<file path="config.mk">
export PLATFORM = sky130hd
export DESIGN_NAME = brn_resolve_unit
export DESIGN_NICKNAME = d
export VERILOG_FILES = /design/src/rtl/brn_pkg.sv /design/src/rtl/brn_cond_eval.sv /design/src/rtl/brn_target_gen.sv /design/src/rtl/brn_resolve_unit.sv
export SDC_FILE = /design/constraint.sdc
export NUM_CORES = 1
export LEC_CHECK = 0
export BUFFER_PORTS_ARGS = -buffer_cell sky130_fd_sc_hd__buf_2
export CAP_MARGIN = 20
export CORE_AREA = 2 2 143 173
export CTS_CLUSTER_DIAMETER = 80
export DETAILED_ROUTE_END_ITERATION = 10
export DIE_AREA = 0 0 145 175
export PLACE_DENSITY_LB_ADDON = 0.12
export RECOVER_POWER = 100
export SLEW_MARGIN = 25
export SYNTH_ARGS = -nofsm -noshare
export SYNTH_HDL_FRONTEND = slang
export SYNTH_SLANG_ARGS = --single-unit
</file>
<file path="constraint.sdc">
create_clock -name clk_i -period 0.95 [get_ports clk_i]
set_clock_uncertainty 0.1 [all_clocks]
set_input_delay 0.19 -clock clk_i [delete_from_list [all_inputs] [get_ports clk_i]]
set_output_delay 0.19 -clock clk_i [all_outputs]
set_load 0.01 [all_outputs]
</file>
<file path="src/rtl/brn_pkg.sv">
package brn_pkg;
  typedef enum logic [1:0] {
    FORM_IMM     = 2'd0,
    FORM_COND    = 2'd1,
    FORM_TO_LINK = 2'd2,
    FORM_TO_CNT  = 2'd3
  } brn_form_e;

  localparam int unsigned OPT_W        = 5;
  localparam int unsigned OPT_POL_BIT  = 1;
  localparam int unsigned OPT_NODEC    = 2;
  localparam int unsigned OPT_ZERO_BIT = 3;
  localparam int unsigned OPT_NOCOND   = 4;
  localparam logic [OPT_W-1:0] OPT_ALWAYS = 5'h1F;
endpackage

</file>
<file path="src/rtl/brn_cond_eval.sv">
module brn_cond_eval
  import brn_pkg::*;
#(
  parameter int unsigned XLEN  = 32,
  parameter int unsigned CR_W  = 32,
  localparam int unsigned IDX_W = $clog2(CR_W)
) (
  input  brn_form_e        form_i,
  input  logic [OPT_W-1:0] opts_i,
  input  logic [IDX_W-1:0] cbit_i,
  input  logic [CR_W-1:0]  cr_i,
  input  logic [XLEN-1:0]  ctr_i,
  output logic [XLEN-1:0]  ctr_next_o,
  output logic             taken_o
);
  localparam logic [IDX_W-1:0] TOP_IDX = IDX_W'(CR_W - 1);

  logic [OPT_W-1:0] eff_opts;
  logic [IDX_W-1:0] sel_idx;
  logic             cnt_ok, cond_ok;

  // immediate form ignores the field and always branches
  assign eff_opts   = (form_i == FORM_IMM) ? OPT_ALWAYS : opts_i;
  assign ctr_next_o = eff_opts[OPT_NODEC] ? ctr_i : ctr_i - XLEN'(1);
  assign sel_idx    = TOP_IDX - cbit_i;

  always_comb begin
    cnt_ok  = eff_opts[OPT_NODEC] | ((ctr_next_o != '0) ^ eff_opts[OPT_ZERO_BIT]);
    cond_ok = eff_opts[OPT_NOCOND] | (cr_i[sel_idx] == eff_opts[OPT_POL_BIT]);
  end

  assign taken_o = cnt_ok & cond_ok;
endmodule

</file>
<file path="src/rtl/brn_target_gen.sv">
module brn_target_gen
  import brn_pkg::*;
#(
  parameter int unsigned XLEN       = 32,
  parameter int unsigned LI_W       = 24,
  parameter int unsigned BD_W       = 14,
  parameter int unsigned INSN_BYTES = 4
) (
  input  brn_form_e       form_i,
  input  logic [LI_W-1:0] disp_i,
  input  logic            abs_i,
  input  logic            taken_i,
  input  logic [XLEN-1:0] cia_i,
  input  logic [XLEN-1:0] lr_i,
  input  logic [XLEN-1:0] ctr_i,
  output logic [XLEN-1:0] seq_o,
  output logic [XLEN-1:0] nia_o
);
  logic [XLEN-1:0] li_ext, bd_ext, off, rel_tgt, tgt;

  assign li_ext  = {{(XLEN-LI_W-2){disp_i[LI_W-1]}}, disp_i, 2'b00};
  assign bd_ext  = {{(XLEN-BD_W-2){disp_i[BD_W-1]}}, disp_i[BD_W-1:0], 2'b00};
  assign off     = (form_i == FORM_IMM) ? li_ext : bd_ext;
  assign rel_tgt = abs_i ? off : cia_i + off;
  assign seq_o   = cia_i + XLEN'(INSN_BYTES);

  always_comb begin
    unique case (form_i)
      FORM_TO_LINK: tgt = lr_i;
      FORM_TO_CNT:  tgt = ctr_i;   // pre-decrement value
      default:      tgt = rel_tgt;
    endcase
  end

  assign nia_o = taken_i ? tgt : seq_o;
endmodule

</file>
<file path="src/rtl/brn_resolve_unit.sv">
module brn_resolve_unit
  import brn_pkg::*;
#(
  parameter int unsigned XLEN       = 32,
  parameter int unsigned CR_W       = 32,
  parameter int unsigned LI_W       = 24,
  parameter int unsigned BD_W       = 14,
  parameter int unsigned INSN_BYTES = 4,
  localparam int unsigned IDX_W     = $clog2(CR_W)
) (
  input  logic             clk_i,
  input  logic             rst_ni,
  input  logic             valid_i,
  input  logic [1:0]       form_i,
  input  logic [XLEN-1:0]  cia_i,
  input  logic [OPT_W-1:0] opts_i,
  input  logic [IDX_W-1:0] cbit_i,
  input  logic [LI_W-1:0]  disp_i,
  input  logic             abs_i,
  input  logic             link_i,
  input  logic [CR_W-1:0]  cr_i,
  input  logic [XLEN-1:0]  ctr_i,
  input  logic [XLEN-1:0]  lr_i,
  output logic             valid_o,
  output logic             taken_o,
  output logic [XLEN-1:0]  nia_o,
  output logic [XLEN-1:0]  ctr_o,
  output logic             lr_we_o,
  output logic [XLEN-1:0]  lr_o
);
  brn_form_e       form;
  logic [XLEN-1:0] ctr_next, nia_next, seq_addr;
  logic            taken;

  assign form = brn_form_e'(form_i);

  brn_cond_eval #(.XLEN(XLEN), .CR_W(CR_W)) u_cond (
    .form_i     (form),
    .opts_i     (opts_i),
    .cbit_i     (cbit_i),
    .cr_i       (cr_i),
    .ctr_i      (ctr_i),
    .ctr_next_o (ctr_next),
    .taken_o    (taken)
  );

  brn_target_gen #(.XLEN(XLEN), .LI_W(LI_W), .BD_W(BD_W), .INSN_BYTES(INSN_BYTES)) u_tgt (
    .form_i  (form),
    .disp_i  (disp_i),
    .abs_i   (abs_i),
    .taken_i (taken),
    .cia_i   (cia_i),
    .lr_i    (lr_i),
    .ctr_i   (ctr_i),
    .seq_o   (seq_addr),
    .nia_o   (nia_next)
  );

  always_ff @(posedge clk_i or negedge rst_ni) begin
    if (!rst_ni) begin
      valid_o <= 1'b0;
      taken_o <= 1'b0;
      nia_o   <= '0;
      ctr_o   <= '0;
      lr_we_o <= 1'b0;
      lr_o    <= '0;
    end else begin
      valid_o <= valid_i;
      lr_we_o <= valid_i & link_i;
      if (valid_i) begin
        taken_o <= taken;
        nia_o   <= nia_next;
        ctr_o   <= ctr_next;
        if (link_i) lr_o <= seq_addr;
      end
    end
  end
endmodule

</file>
==> results.md, run 1 <==
- Core footprint: 23,660 um^2
- Post-Place Cell Area: 12,640 um^2
- WL per Instance: 18.26 um
- Area used by multi-input combinational logic: 6635 um^2
- Maximum fanout count along the critical path: 16
- Worst vdd ir: 767.3 uV
- Count of pins on the block boundary: 268
- Max Buffers Root-to-Sink: 2
- Slowest cell on the critical path: sky130_fd_sc_hd__or4b_4
- Number of cells in the design after placement: 1,840
- Pin count of the biggest net entering global routing: 36
- Worst path required time: 1.15 ns
- Number of global-route vias before repair: 9,858
- Setup violators final: 186
- Post-detailed-route via-to-cell ratio: 5.087
- Main flop type after synthesis: sky130_fd_sc_hd__dfrtp_1
- Number of nets in the layout: 1,832
- Number of antenna violations at the first check in global routing: 1
- Max Transition Viols Final: 0
- Area share of the largest cell type after synthesis: 0.3012
- Ratio of cells with drive above 1 in the final layout: 0.5569
- CP Launch Point: ctr_i[1]
- Crit end category: flop
- Clock transition at the registers of the reported paths: 0.07 ns
- Overall power consumption: 16.37 mW
- GRT Overall Usage: 0.2733
- Post-route DRC: 0
- Sequential fraction of the synthesis area: 0.3012
- Crit path kind: input pin to flop
- Final-layout setup total negative slack: -121.77 ns
- Clock insertion delay at the later pin of the skew report: 0.35 ns
- Origin of the critical flop-to-flop path: nia_o[15]$_DFFE_PN0P_
- CTS H-tree depth: 3
- Net count of the mapped netlist: 1,188
- Final Worst Setup Slack: -2.024 ns
- MaxCap Viol Count: 0
- Unique masters post-synth: 76
- Post-synthesis instance total: 987
- CTS buffer count: 9
- Area overhead of the layout relative to synthesis: 83.72%
- Cell types with the highest counts after synthesis: sky130_fd_sc_hd__nand2_1 (106), sky130_fd_sc_hd__nor2_1 (106), sky130_fd_sc_hd__dfrtp_1 (99)
- Routability-driven placement congestion ratio: 0.8999
- Post-Place Setup Slack: -2.581 ns
- Grt ovf: 0
- Slowest stage delay, CP: 0.53 ns
- Total stage count of the critical path: 14
- Cell depth of the worst hold path: 3
- DIE WIDTH: 145 um
- Dominant delay contributor by cell family on the critical path: simple AND/OR/NAND/NOR gates
- Fin area: 15,110 um^2
- Failing checks: negative setup slack
- Via count: 9,945
- Non-Filler Instances: 1,955
- First-pass GRT wire length: 53.99 mm
- Post-Syn Area: 8224 um^2
- Area leader, netlist: sky130_fd_sc_hd__dfrtp_1
- Depth of the worst register-to-register path: 3
- Final-layout fill cell count: 2,032
- EDFF count, synth: 0
- Achievable Freq: 336.3 MHz
- Unrepaired setup endpoints after global routing: yes
- Buffer type at the clock tree root: sky130_fd_sc_hd__clkbuf_16
- CP arrival: 3.17 ns
- Rows: 62
- Routed WL: 35.70 mm
- Cell-by-cell trace of the critical path: buf_8 > inv_4 > ha_4 > nor3b_4 > nand4_4 > buf_6 > or3_4 > nor4b_4 > o31ai_4 > or4b_4 > a31oi_4 > buf_12 > mux2_4 > a21oi_2
- Power density over the cells: 1083 nW/um^2
- Sequential cell area: 2477 um^2
- Die height: 175 um
- Worst path bufs/invs: 4
- Register bit count reported by yosys: 99
- Worst-Margin Slew: 0.5168 ns
- Final HPWL from detailed placement: 28.31 mm
- Syn Area/Cell: 8.332 um^2
- Min Clock Period, post-route: 2.974 ns
- Initial drt markers: 399
- Startpoint of the worst hold path: cia_i[1]
- Status: finished with violations
- Share of async-settable or async-resettable flops after synthesis: 1.000
- Leakage dissipation: 7.211 nW
- Number of buffers inserted by port buffering: 266
- Total die area: 25,380 um^2
- First-pass DRT Iterations: 4
- Main area contributors after synthesis: sky130_fd_sc_hd__dfrtp_1 (30%), sky130_fd_sc_hd__a21oi_1 (5.0%), sky130_fd_sc_hd__nand2_1 (4.8%)
- Path category of the worst min-delay check: input pin to flop
- CTS tree: done
- Warnings from Yosys: 0
- Initial core utilization: 0.3476
- Slew headroom: 0.6519
- Final hold viol count: 0
- Critical path startpoint category: input pin
- Period Utilization, post-route: 3.130
- TritonCTS sink count: 99
- Antenna Violating Nets Remaining: 0
[area by class of cell]
class                   count  share of cell area
clock buffers              10             0.01582
clock inverters             4            0.001905
repair buffers            689              0.3455
diodes                      1           0.0001656
flip-flops and latches     99              0.1640
well taps                 320             0.02650
multi-input cells         805              0.4391
inverters                  27            0.007039
[routing by layer]
layer | global-route usage | vias up | part of all wire
met1 | 0.3478 | 4761 | 0.43
met3 | 0.03159 | 41 | 0.042
met2 | 0.4871 | 266 | 0.50
met5 | 0 | - | 0
li1 | - | 4877 | -
met4 | 0.08168 | 0 | 0.027
[flip-flops by register name, summed over array words and instances, names as in the netlist]
register  flops
valid_o       1
lr_we_o       1
taken_o       1
lr_o         32
ctr_o        32
nia_o        32
[cell families (layout without fill, tap and decap cells)]
kind of cell | Yosys count | after routing | share of synthesized area
AO/OA/AOI/OAI | 277 | 277 | 0.2165
XOR/XNOR | 74 | 74 | 0.07881
adder cells (fa/ha/maj) | 32 | 32 | 0.04960
buffers and inverters | 83 | 730 | 0.04457
flip-flops | 99 | 99 | 0.3012
multiplexers | 63 | 63 | 0.09448
other | 0 | 1 | 0
AND/OR/NAND/NOR | 359 | 359 | 0.2148
[path summary, 6_finish.rpt]
kind | to | slack [ns]
setup reg to reg | nia_o[15]$_DFFE_PN0P_ | -0.14
min in group asynchronous | ctr_o[9]$_DFFE_PN0P_ | 0.22
max in group asynchronous | nia_o[28]$_DFFE_PN0P_ | 0
setup / recovery | nia_o[4]$_DFFE_PN0P_ | -2.02
hold reg to reg | lr_o[3]$_DFFE_PN0P_ | 0.38
hold / removal | nia_o[1]$_DFFE_PN0P_ | 0.03
[placed cells by master, fill, tap and decap left out, types with 14 or more instances in the layout]
master | netlist | final
sky130_fd_sc_hd__buf_2 | 4 | 221
sky130_fd_sc_hd__nor2_1 | 106 | 85
sky130_fd_sc_hd__xnor2_1 | 42 | 21
sky130_fd_sc_hd__nand2_1 | 106 | 90
sky130_fd_sc_hd__ha_1 | 31 | 28
sky130_fd_sc_hd__a31oi_1 | 16 | 14
sky130_fd_sc_hd__mux2i_1 | 36 | 36
sky130_fd_sc_hd__xor2_1 | 32 | 19
sky130_fd_sc_hd__xnor2_2 | 0 | 16
sky130_fd_sc_hd__nand4_1 | 18 | 18
sky130_fd_sc_hd__nand3_1 | 22 | 14
sky130_fd_sc_hd__inv_1 | 26 | 25
sky130_fd_sc_hd__buf_6 | 6 | 94
sky130_fd_sc_hd__buf_4 | 1 | 343
sky130_fd_sc_hd__nor2_4 | 0 | 18
sky130_fd_sc_hd__o21ai_1 | 0 | 17
sky130_fd_sc_hd__dfrtp_1 | 99 | 99
sky130_fd_sc_hd__o21ai_0 | 64 | 34
sky130_fd_sc_hd__a21oi_2 | 0 | 17
sky130_fd_sc_hd__a21o_1 | 26 | 26
sky130_fd_sc_hd__a21oi_1 | 82 | 65
[power breakdown]
group          internal (mW)  switching (mW)  leakage, nW
Clock                   1.83            1.85        0.126
Sequential              4.77           0.372         1.16
Combinational           3.99            3.56         5.93
[worst min-delay path: stages]
cell and delay [ns]:
sky130_fd_sc_hd__buf_2 0.07, sky130_fd_sc_hd__inv_1 0.05, sky130_fd_sc_hd__o221ai_2 0.14
[what timing repair did]
action | 4_1_cts | 5_1_grt
hold buffers | 2 | 0
resized for setup | 147 | 179
cloned | 2 | 0
setup endpoints to repair | 188 | 190
pin swaps | 37 | 89
endpoints found under the hold margin | 100 | 0
setup buffers | 27 | 81
[metrics by stage]
| stage | util | hold slack [ns] |
|---|---|---|
| 3_5_place_dp | 0.5343 | -0.02131 |
| 2_1_floorplan | - | -0.2056 |
| 5_1_grt | 0.6386 | 0.03423 |
| 6_report | 0.6386 | 0.02807 |
| 4_1_cts | 0.5856 | 0.009077 |
| 3_3_place_gp | 0.5343 | -0.02245 |
No activity file was read; power rests on OpenSTA's default activity.
==> run 2: changes to the inputs <==
--- a/config.mk
+++ b/config.mk
@@ -7,13 +7,14 @@
 export LEC_CHECK = 0
 export BUFFER_PORTS_ARGS = -buffer_cell sky130_fd_sc_hd__buf_2
 export CAP_MARGIN = 20
-export CORE_AREA = 2 2 143 173
+export CORE_AREA = 2 2 146 176
 export CTS_CLUSTER_DIAMETER = 80
 export DETAILED_ROUTE_END_ITERATION = 10
-export DIE_AREA = 0 0 145 175
+export DIE_AREA = 0 0 148 178
 export PLACE_DENSITY_LB_ADDON = 0.12
 export RECOVER_POWER = 100
 export SLEW_MARGIN = 25
 export SYNTH_ARGS = -nofsm -noshare
 export SYNTH_HDL_FRONTEND = slang
+export SYNTH_HIERARCHICAL = 1
 export SYNTH_SLANG_ARGS = --single-unit
==> results.md, run 2 <==
- Post-detailed-route via-to-cell ratio: 5.148 (+1.2%)
- EDFF count, synth: 0 (unchanged)
- Clock transition at the registers of the reported paths: 0.09 ns (+0.02 ns)
- Warnings from Yosys: 6 (+6)
- Commonest non-fill, non-tap cell in the layout: sky130_fd_sc_hd__buf_4
- TritonCTS sink count: 99 (unchanged)
- Sequential fraction of the synthesis area: 0.2925 (-0.008766)
- Status: finished with violations
- Core footprint: 24,590 um^2 (+3.9%)
- Slowest stage delay, CP: 0.59 ns (+0.06 ns)
- Clock insertion delay at the later pin of the skew report: 0.36 ns (about the same)
- Area overhead of the layout relative to synthesis: 78.38%
- R2R setup slack: -0.08 ns (+0.06 ns)
- Unrepaired setup endpoints after global routing: yes
- Worst vdd ir: 711.9 uV (-7.2%)
- Slew headroom: 0.5720 (-0.07986)
- Maximum fanout count along the critical path: 14 (-2)
- Leakage dissipation: 7.339 nW (+1.8%)
- Number of buffers inserted by port buffering: 266 (unchanged)
- Max Buffers Root-to-Sink: 2 (unchanged)
- Final Worst Setup Slack: -2.600 ns (-0.5766 ns)
- Register bit count reported by yosys: 99 (unchanged)
- Buffer type at the clock tree root: sky130_fd_sc_hd__clkbuf_16
- Power density over the cells: 1157 nW/um^2 (+6.8%)
- Final-layout fill cell count: 2,139 (+5.3%)
- Number of global-route vias before repair: 9,704 (-1.6%)
- Global-route met2 utilization: 0.4487 (-0.03841)
- MaxCap Viol Count: 0 (unchanged)
- Unique masters post-synth: 70 (-7.9%)
- Adder-cell share of the synthesized area: 0.04963 (about the same)
- Routability-driven placement congestion ratio: 0.9125 (+1.4%)
- Dominant combinational cell family by area after synthesis: multiplexers
- Syn Area/Cell: 9.128 um^2 (+9.5%)
- Post-Syn Area: 8471 um^2 (+3.0%)
- Routed WL: 36.01 mm (+0.86%)
- Share of the synthesized area in compound gates (AO/OA/AOI/OAI): 0.1453 (-0.07114)
- Antenna Violating Nets Remaining: 0 (unchanged)
- Number of nets in the layout: 1,752 (-4.4%)
- First-pass DRT Iterations: 5 (+1)
- Worst hold margin: 0.07602 ns (+0.04795 ns)
- Count of pins on the block boundary: 268 (unchanged)
- Worst path required time: 1.11 ns (-0.04 ns)
- CTS buffer count: 9 (unchanged)
- Main flop type after synthesis: sky130_fd_sc_hd__dfrtp_1
- Largest regs: ctr_o (32), lr_o (32), nia_o (32)
- Initial core utilization: 0.3444 (-0.003170)
- CP arrival: 3.71 ns (+0.54 ns)
- Achievable Freq: 281.7 MHz (-16%)
- Most frequent cell after synthesis: sky130_fd_sc_hd__dfrtp_1
- Min Clock Period, post-route: 3.550 ns (+0.5766 ns)
- Post-route DRC: 0 (unchanged)
- DIE WIDTH: 148 um (+2.1%)
- Pin count of the biggest net entering global routing: 47 (+31%)
- Share of async-settable or async-resettable flops after synthesis: 1.000 (unchanged)
- WL per Instance: 19.14 um (+4.8%)
- Synthesized-area fraction occupied by and/or/nand/nor cells: 0.1826 (-0.03225)
- Grt ovf: 0 (unchanged)
- Critical path startpoint category: input pin
- Global-route layer with the greatest usage: met2
- Commonest cells after routing, fill and taps aside: sky130_fd_sc_hd__buf_4 (331), sky130_fd_sc_hd__buf_2 (221), sky130_fd_sc_hd__dfrtp_1 (99)
- Overall power consumption: 17.48 mW (+6.8%)
- Met1 demand-to-capacity share in global routing: 0.3561 (+0.008287)
- Initial drt markers: 505 (+27%)
- Routing usage on met3: 0.02532 (-0.006273)
- Ratio of cells with drive above 1 in the final layout: 0.5936 (+0.03665)
- Multiplexer area fraction after synthesis: 0.2115 (+0.1170)
- First-pass GRT wire length: 53.53 mm (-0.84%)
- Number of antenna violations at the first check in global routing: 0 (-1)
- Post-synthesis instance total: 928 (-6.0%)
- Final hold viol count: 0 (unchanged)
- Total die area: 26,340 um^2 (+3.8%)
- Slowest cell on the critical path: sky130_fd_sc_hd__or4_4
- Utilization after layout: 0.6144 (-0.02424)
- CTS tree: done
- CTS H-tree depth: 3 (unchanged)
- Crit path kind: input pin to flop
- Worst-Margin Slew: 0.6353 ns (+0.1185 ns)
- Area share of the largest cell type after synthesis: 0.2925 (-0.008766)
- Cell types with the highest counts after synthesis: sky130_fd_sc_hd__dfrtp_1 (99), sky130_fd_sc_hd__nand2_1 (92), sky130_fd_sc_hd__a21oi_1 (76)
- Crit end category: flop
- Main area contributors after synthesis: sky130_fd_sc_hd__dfrtp_1 (29%), sky130_fd_sc_hd__mux2_1 (7.8%), sky130_fd_sc_hd__mux2_2 (7.6%)
- Path category of the worst min-delay check: input pin to flop
- Area leader, netlist: sky130_fd_sc_hd__dfrtp_1
- Failing checks: negative setup slack
- GRT Overall Usage: 0.2629 (-0.01036)
- Sequential cell area: 2477 um^2 (unchanged)
- Rows: 63 (+1.6%)
- Cell-by-cell trace of the critical path: buf_6 > or4_4 > nor4_4 > o21ai_1 > or4_4 > or3_4 > nor4_4 > xor2_2 > a21oi_4 > buf_12 > o21ai_4 > a211o_1 > mux2i_1 > a211oi_2 > mux2_4
- Via count: 9,684 (-2.6%)
- Die height: 178 um (+1.7%)
- Setup violators final: 194 (+4.3%)
- Net count of the mapped netlist: 1,130 (-4.9%)
- Area used by multi-input combinational logic: 6927 um^2 (+4.4%)
- Post-synthesis share of cell area spent on xor and xnor gates: 0.07947 (+0.0006610)
- Max Transition Viols Final: 0 (unchanged)
- Final HPWL from detailed placement: 28.82 mm (+1.8%)
- Period Utilization, post-route: 3.737 (+0.6069)
-- run 2: cell types whose count changed after synthesis, moves of 11 or more --
cell / delta
sky130_fd_sc_hd__mux2_1: +59
sky130_fd_sc_hd__nor2_1: -45
sky130_fd_sc_hd__mux2_2: +40
sky130_fd_sc_hd__o21ai_0: -21
sky130_fd_sc_hd__a21o_1: -15
sky130_fd_sc_hd__nand2_1: -14
sky130_fd_sc_hd__a31oi_1: -12
sky130_fd_sc_hd__clkbuf_1: -11
-- run 2: cells by family after synthesis --
kind of cell / count (synthesis)
AOI/OAI and AO/OA: 200
xor gates and xnor gates: 76
adders and majority gates: 33
buffers and inverters: 67
DFF: 99
muxes: 152
and+or+nand+nor: 301
-- run 2: critical path, delay by kind of cell --
| kind | cells | cell delay [ns] |
|---|---|---|
| simple gates | 5 | 1.98 |
| compound gates | 5 | 0.72 |
| mux | 2 | 0.41 |
| buf+inv | 2 | 0.26 |
| xor+xnor | 1 | 0.14 |
-- run 2: cell type report --
| class | count | area share |
|---|---|---|
| Multi-Input combinational cell | 762 | 0.4584 |
| Inverter | 16 | 0.005300 |
| Timing Repair Buffer | 662 | 0.3258 |
| Tap cell | 325 | 0.02691 |
| Clock buffer | 9 | 0.01491 |
| Sequential cell | 99 | 0.1640 |
| Clock inverter | 7 | 0.004554 |
| Antenna cell | 1 | 0.0001656 |
-- run 2: final timing paths --
kind | from | endpoint | cells past startpoint
worst max-delay path | ctr_i[14] | nia_o[31]$_DFFE_PN0P_ | 15
worst min-delay path | cia_i[0] | nia_o[0]$_DFFE_PN0P_ | 4
worst max register to register | nia_o[23]$_DFFE_PN0P_ | nia_o[23]$_DFFE_PN0P_ | 2
worst min register to register | lr_o[2]$_DFFE_PN0P_ | lr_o[2]$_DFFE_PN0P_ | 1
max in group asynchronous | rst_ni | lr_o[13]$_DFFE_PN0P_ | 3
min in group asynchronous | rst_ni | ctr_o[8]$_DFFE_PN0P_ | 2
-- run 2: power breakdown --
part / internal (mW) / switching (mW)
Clock: 1.86 / 1.98
Combinational: 4.47 / 3.79
Sequential: 4.90 / 0.481
Total: 11.2 / 6.25
-- run 2: through the flow --
| stage | worst slack, ns | area [um^2] | setup TNS [ns] | instances |
|---|---|---|---|---|
| finish | -2.600 | 15110 | -144.74 | 1881 |
| CTS | -2.492 | 14190 | -140.92 | 1829 |
| global placement | -3.023 | 12880 | -158.00 | 1790 |
| floorplan | -2.636 | 8907 | -120.99 | 928 |
| detailed placement | -3.094 | 12880 | -160.90 | 1790 |
| global route | -2.751 | 15110 | -154.34 | 1880 |
-- run 2: metal layers --
| layer | vias up | part of all wire |
|---|---|---|
| li1 | 4674 | - |
| met1 | 4662 | 0.44 |
| met2 | 315 | 0.48 |
| met3 | 33 | 0.054 |
| met4 | 0 | 0.026 |
| met5 | - | 0 |
-- run 2: repair_timing --
action,4_1_cts,5_1_grt
hold buffers,3,0
pin swaps,50,36
buffers inserted,24,57
gates cloned,0,1
endpoints found under the hold margin,101,0
setup endpoints to repair,191,194
resized for setup,165,118
==> run 3: changes to the inputs <==
--- a/config.mk
+++ b/config.mk
@@ -7,14 +7,14 @@
 export LEC_CHECK = 0
 export BUFFER_PORTS_ARGS = -buffer_cell sky130_fd_sc_hd__buf_2
 export CAP_MARGIN = 20
-export CORE_AREA = 2 2 146 176
+export CORE_AREA = 2 2 143 173
 export CTS_CLUSTER_DIAMETER = 80
 export DETAILED_ROUTE_END_ITERATION = 10
-export DIE_AREA = 0 0 148 178
+export DIE_AREA = 0 0 145 175
 export PLACE_DENSITY_LB_ADDON = 0.12
 export RECOVER_POWER = 100
+export SKIP_LAST_GASP = 1
 export SLEW_MARGIN = 25
 export SYNTH_ARGS = -nofsm -noshare
 export SYNTH_HDL_FRONTEND = slang
-export SYNTH_HIERARCHICAL = 1
 export SYNTH_SLANG_ARGS = --single-unit
==> results.md, run 3 (synthesized netlist as in run 1, its figures left out) <==
- Status: finished with violations
- Failing checks: negative setup slack
- Rows: 62 (-1.6%)
- Number of nets in the layout: 1,831 (+4.5%)
- Commonest cells after routing, fill and taps aside: sky130_fd_sc_hd__buf_4 (355), sky130_fd_sc_hd__buf_2 (226), sky130_fd_sc_hd__dfrtp_1 (99)
- Core footprint: 23,660 um^2 (-3.8%)
- Clock transition at the registers of the reported paths: 0.07 ns (-0.02 ns)
- Number of global-route vias before repair: 9,844 (+1.4%)
- First-pass DRT Iterations: 5 (unchanged)
- Ratio of cells with drive above 1 in the final layout: 0.5487 (-0.04489)
- Clock insertion delay at the later pin of the skew report: 0.36 ns (about the same)
- Via count: 9,926 (+2.5%)
- Min Clock Period, post-route: 2.977 ns (-0.5737 ns)
- Period Utilization, post-route: 3.133 (-0.6039)
- Max Transition Viols Final: 0 (unchanged)
- Crit path kind: input pin to flop
- Final Worst Setup Slack: -2.027 ns (+0.5737 ns)
- Initial drt markers: 327 (-35%)
- Slew headroom: 0.6504 (+0.07841)
- Number of buffers inserted by port buffering: 266 (unchanged)
- Worst hold margin: 0.01493 ns (-0.06109 ns)
- Unrepaired setup endpoints after global routing: yes
- Max Buffers Root-to-Sink: 2 (unchanged)
- Diode count: 0 (-1)
- Antenna Violating Nets Remaining: 0 (unchanged)
- Routed WL: 35.64 mm (-1.0%)
- Count of pins on the block boundary: 268 (unchanged)
- Worst path required time: 1.15 ns (+0.04 ns)
- Area overhead of the layout relative to synthesis: 81.39%
- DIE WIDTH: 145 um (-2.0%)
- Achievable Freq: 336.0 MHz (+19%)
- CTS tree: done
- Commonest non-fill, non-tap cell in the layout: sky130_fd_sc_hd__buf_4
- Setup violators final: 186 (-4.1%)
- Maximum fanout count along the critical path: 16 (+2)
- GRT Overall Usage: 0.2727 (+0.009799)
- Path category of the worst min-delay check: input pin to flop
- Largest regs: ctr_o (32), lr_o (32), nia_o (32)
- Initial core utilization: 0.3476 (+0.003170)
- CTS H-tree depth: 3 (unchanged)
- First-pass GRT wire length: 53.86 mm (+0.62%)
- Leakage dissipation: 7.117 nW (-3.0%)
- Critical path startpoint category: input pin
- Total die area: 25,380 um^2 (-3.7%)
- Post-detailed-route via-to-cell ratio: 5.082 (-1.3%)
- Overall power consumption: 16.34 mW (-6.6%)
- Power density over the cells: 1095 nW/um^2 (-5.4%)
- Routability-driven placement congestion ratio: 0.8999 (-1.4%)
- Die height: 175 um (-1.7%)
- Buffer type at the clock tree root: sky130_fd_sc_hd__clkbuf_16
- CTS buffer count: 9 (unchanged)
- Worst-Margin Slew: 0.5189 ns (-0.1164 ns)
- Utilization after layout: 0.6305 (+0.01615)
- Final HPWL from detailed placement: 28.31 mm (-1.8%)
- Final-layout fill cell count: 2,071 (-3.2%)
- Post-route DRC: 0 (unchanged)
- TritonCTS sink count: 99 (unchanged)
- Grt ovf: 0 (unchanged)
- Pin count of the biggest net entering global routing: 36 (-23%)
- Worst vdd ir: 767.4 uV (+7.8%)
- WL per Instance: 18.25 um (-4.7%)
- Number of antenna violations at the first check in global routing: 0 (unchanged)
- Crit end category: flop
- MaxCap Viol Count: 0 (unchanged)
- CP arrival: 3.17 ns (-0.54 ns)
- Final hold viol count: 0 (unchanged)
[run 3: area by class of cell]
cell class / instances / area, um^2 / share of cell area
clock buffers: 10 / 239.0 / 0.01602
clock inverters: 4 / 28.78 / 0.001929
inverters: 27 / 106.4 / 0.007129
multi-input cells: 805 / 6516 / 0.4368
flip-flops and latches: 99 / 2477 / 0.1661
well taps: 320 / 400.4 / 0.02684
repair buffers: 688 / 5150 / 0.3452
[run 3: routing by layer]
| metal | routed length, um | global-route usage | vias up |
|---|---|---|---|
| met4 | 843 | 0.08333 | 0 |
| li1 | - | - | 4874 |
| met2 | 18110 | 0.4847 | 271 |
| met3 | 1356 | 0.03133 | 36 |
| met5 | 0 | 0 | - |
| met1 | 15330 | 0.3476 | 4745 |
[run 3: path summary, 6_finish.rpt]
kind                                        from                    end  slack (ns)  depth (start not counted)
setup / recovery                       ctr_i[15]   nia_o[6]$_DFFE_PN0P_       -2.03                         11
hold / removal                          cia_i[1]    lr_o[1]$_DFFE_PN0P_        0.01                          3
setup reg to reg           nia_o[15]$_DFFE_PN0P_  nia_o[15]$_DFFE_PN0P_       -0.14                          3
hold reg to reg              lr_o[3]$_DFFE_PN0P_    lr_o[3]$_DFFE_PN0P_        0.38                          2
max in group asynchronous                 rst_ni  nia_o[28]$_DFFE_PN0P_           0                          3
min in group asynchronous                 rst_ni   ctr_o[9]$_DFFE_PN0P_        0.22                          2
[run 3: through the flow]
stage / instance area [um^2] / setup slack, ns / std cells / setup TNS, ns
final: 14920 / -2.027 / 1953 / -120.63
after global routing: 14920 / -2.131 / 1953 / -134.68
after detailed placement: 12640 / -2.581 / 1840 / -138.78
after CTS: 13700 / -1.992 / 1883 / -119.50
after global placement: 12640 / -2.497 / 1840 / -137.19
after floorplan: 8731 / -2.376 / 987 / -104.83
[run 3: repair_timing]
item                       in CTS  in global routing
pin swaps                      31                 90
hold endpoints to repair      100                  0
gates resized for setup       112                172
setup endpoints to repair     188                190
buffers inserted               27                 83
hold buffers                    2                  0
gates cloned                    2                  0
[run 3: critical path, stage by stage]
cell	delay, ns
sky130_fd_sc_hd__buf_8	0.11
sky130_fd_sc_hd__or3_4	0.38
sky130_fd_sc_hd__or2_4	0.24
sky130_fd_sc_hd__or3_4	0.41
sky130_fd_sc_hd__nor4b_4	0.33
sky130_fd_sc_hd__o31ai_4	0.12
sky130_fd_sc_hd__or4b_4	0.53
sky130_fd_sc_hd__a31oi_4	0.23
sky130_fd_sc_hd__buf_12	0.21
sky130_fd_sc_hd__mux2_4	0.31
sky130_fd_sc_hd__a21oi_2	0.11
[run 3: power by group]
| part | total [mW] | switching, mW | internal [mW] | leakage [nW] |
|---|---|---|---|---|
| combinational | 7.51 | 3.55 | 3.96 | 5.83 |
| sequential | 5.14 | 0.370 | 4.77 | 1.16 |
| clock | 3.69 | 1.87 | 1.83 | 0.126 |
| total | 16.3 | 5.78 | 10.6 | 7.12 |
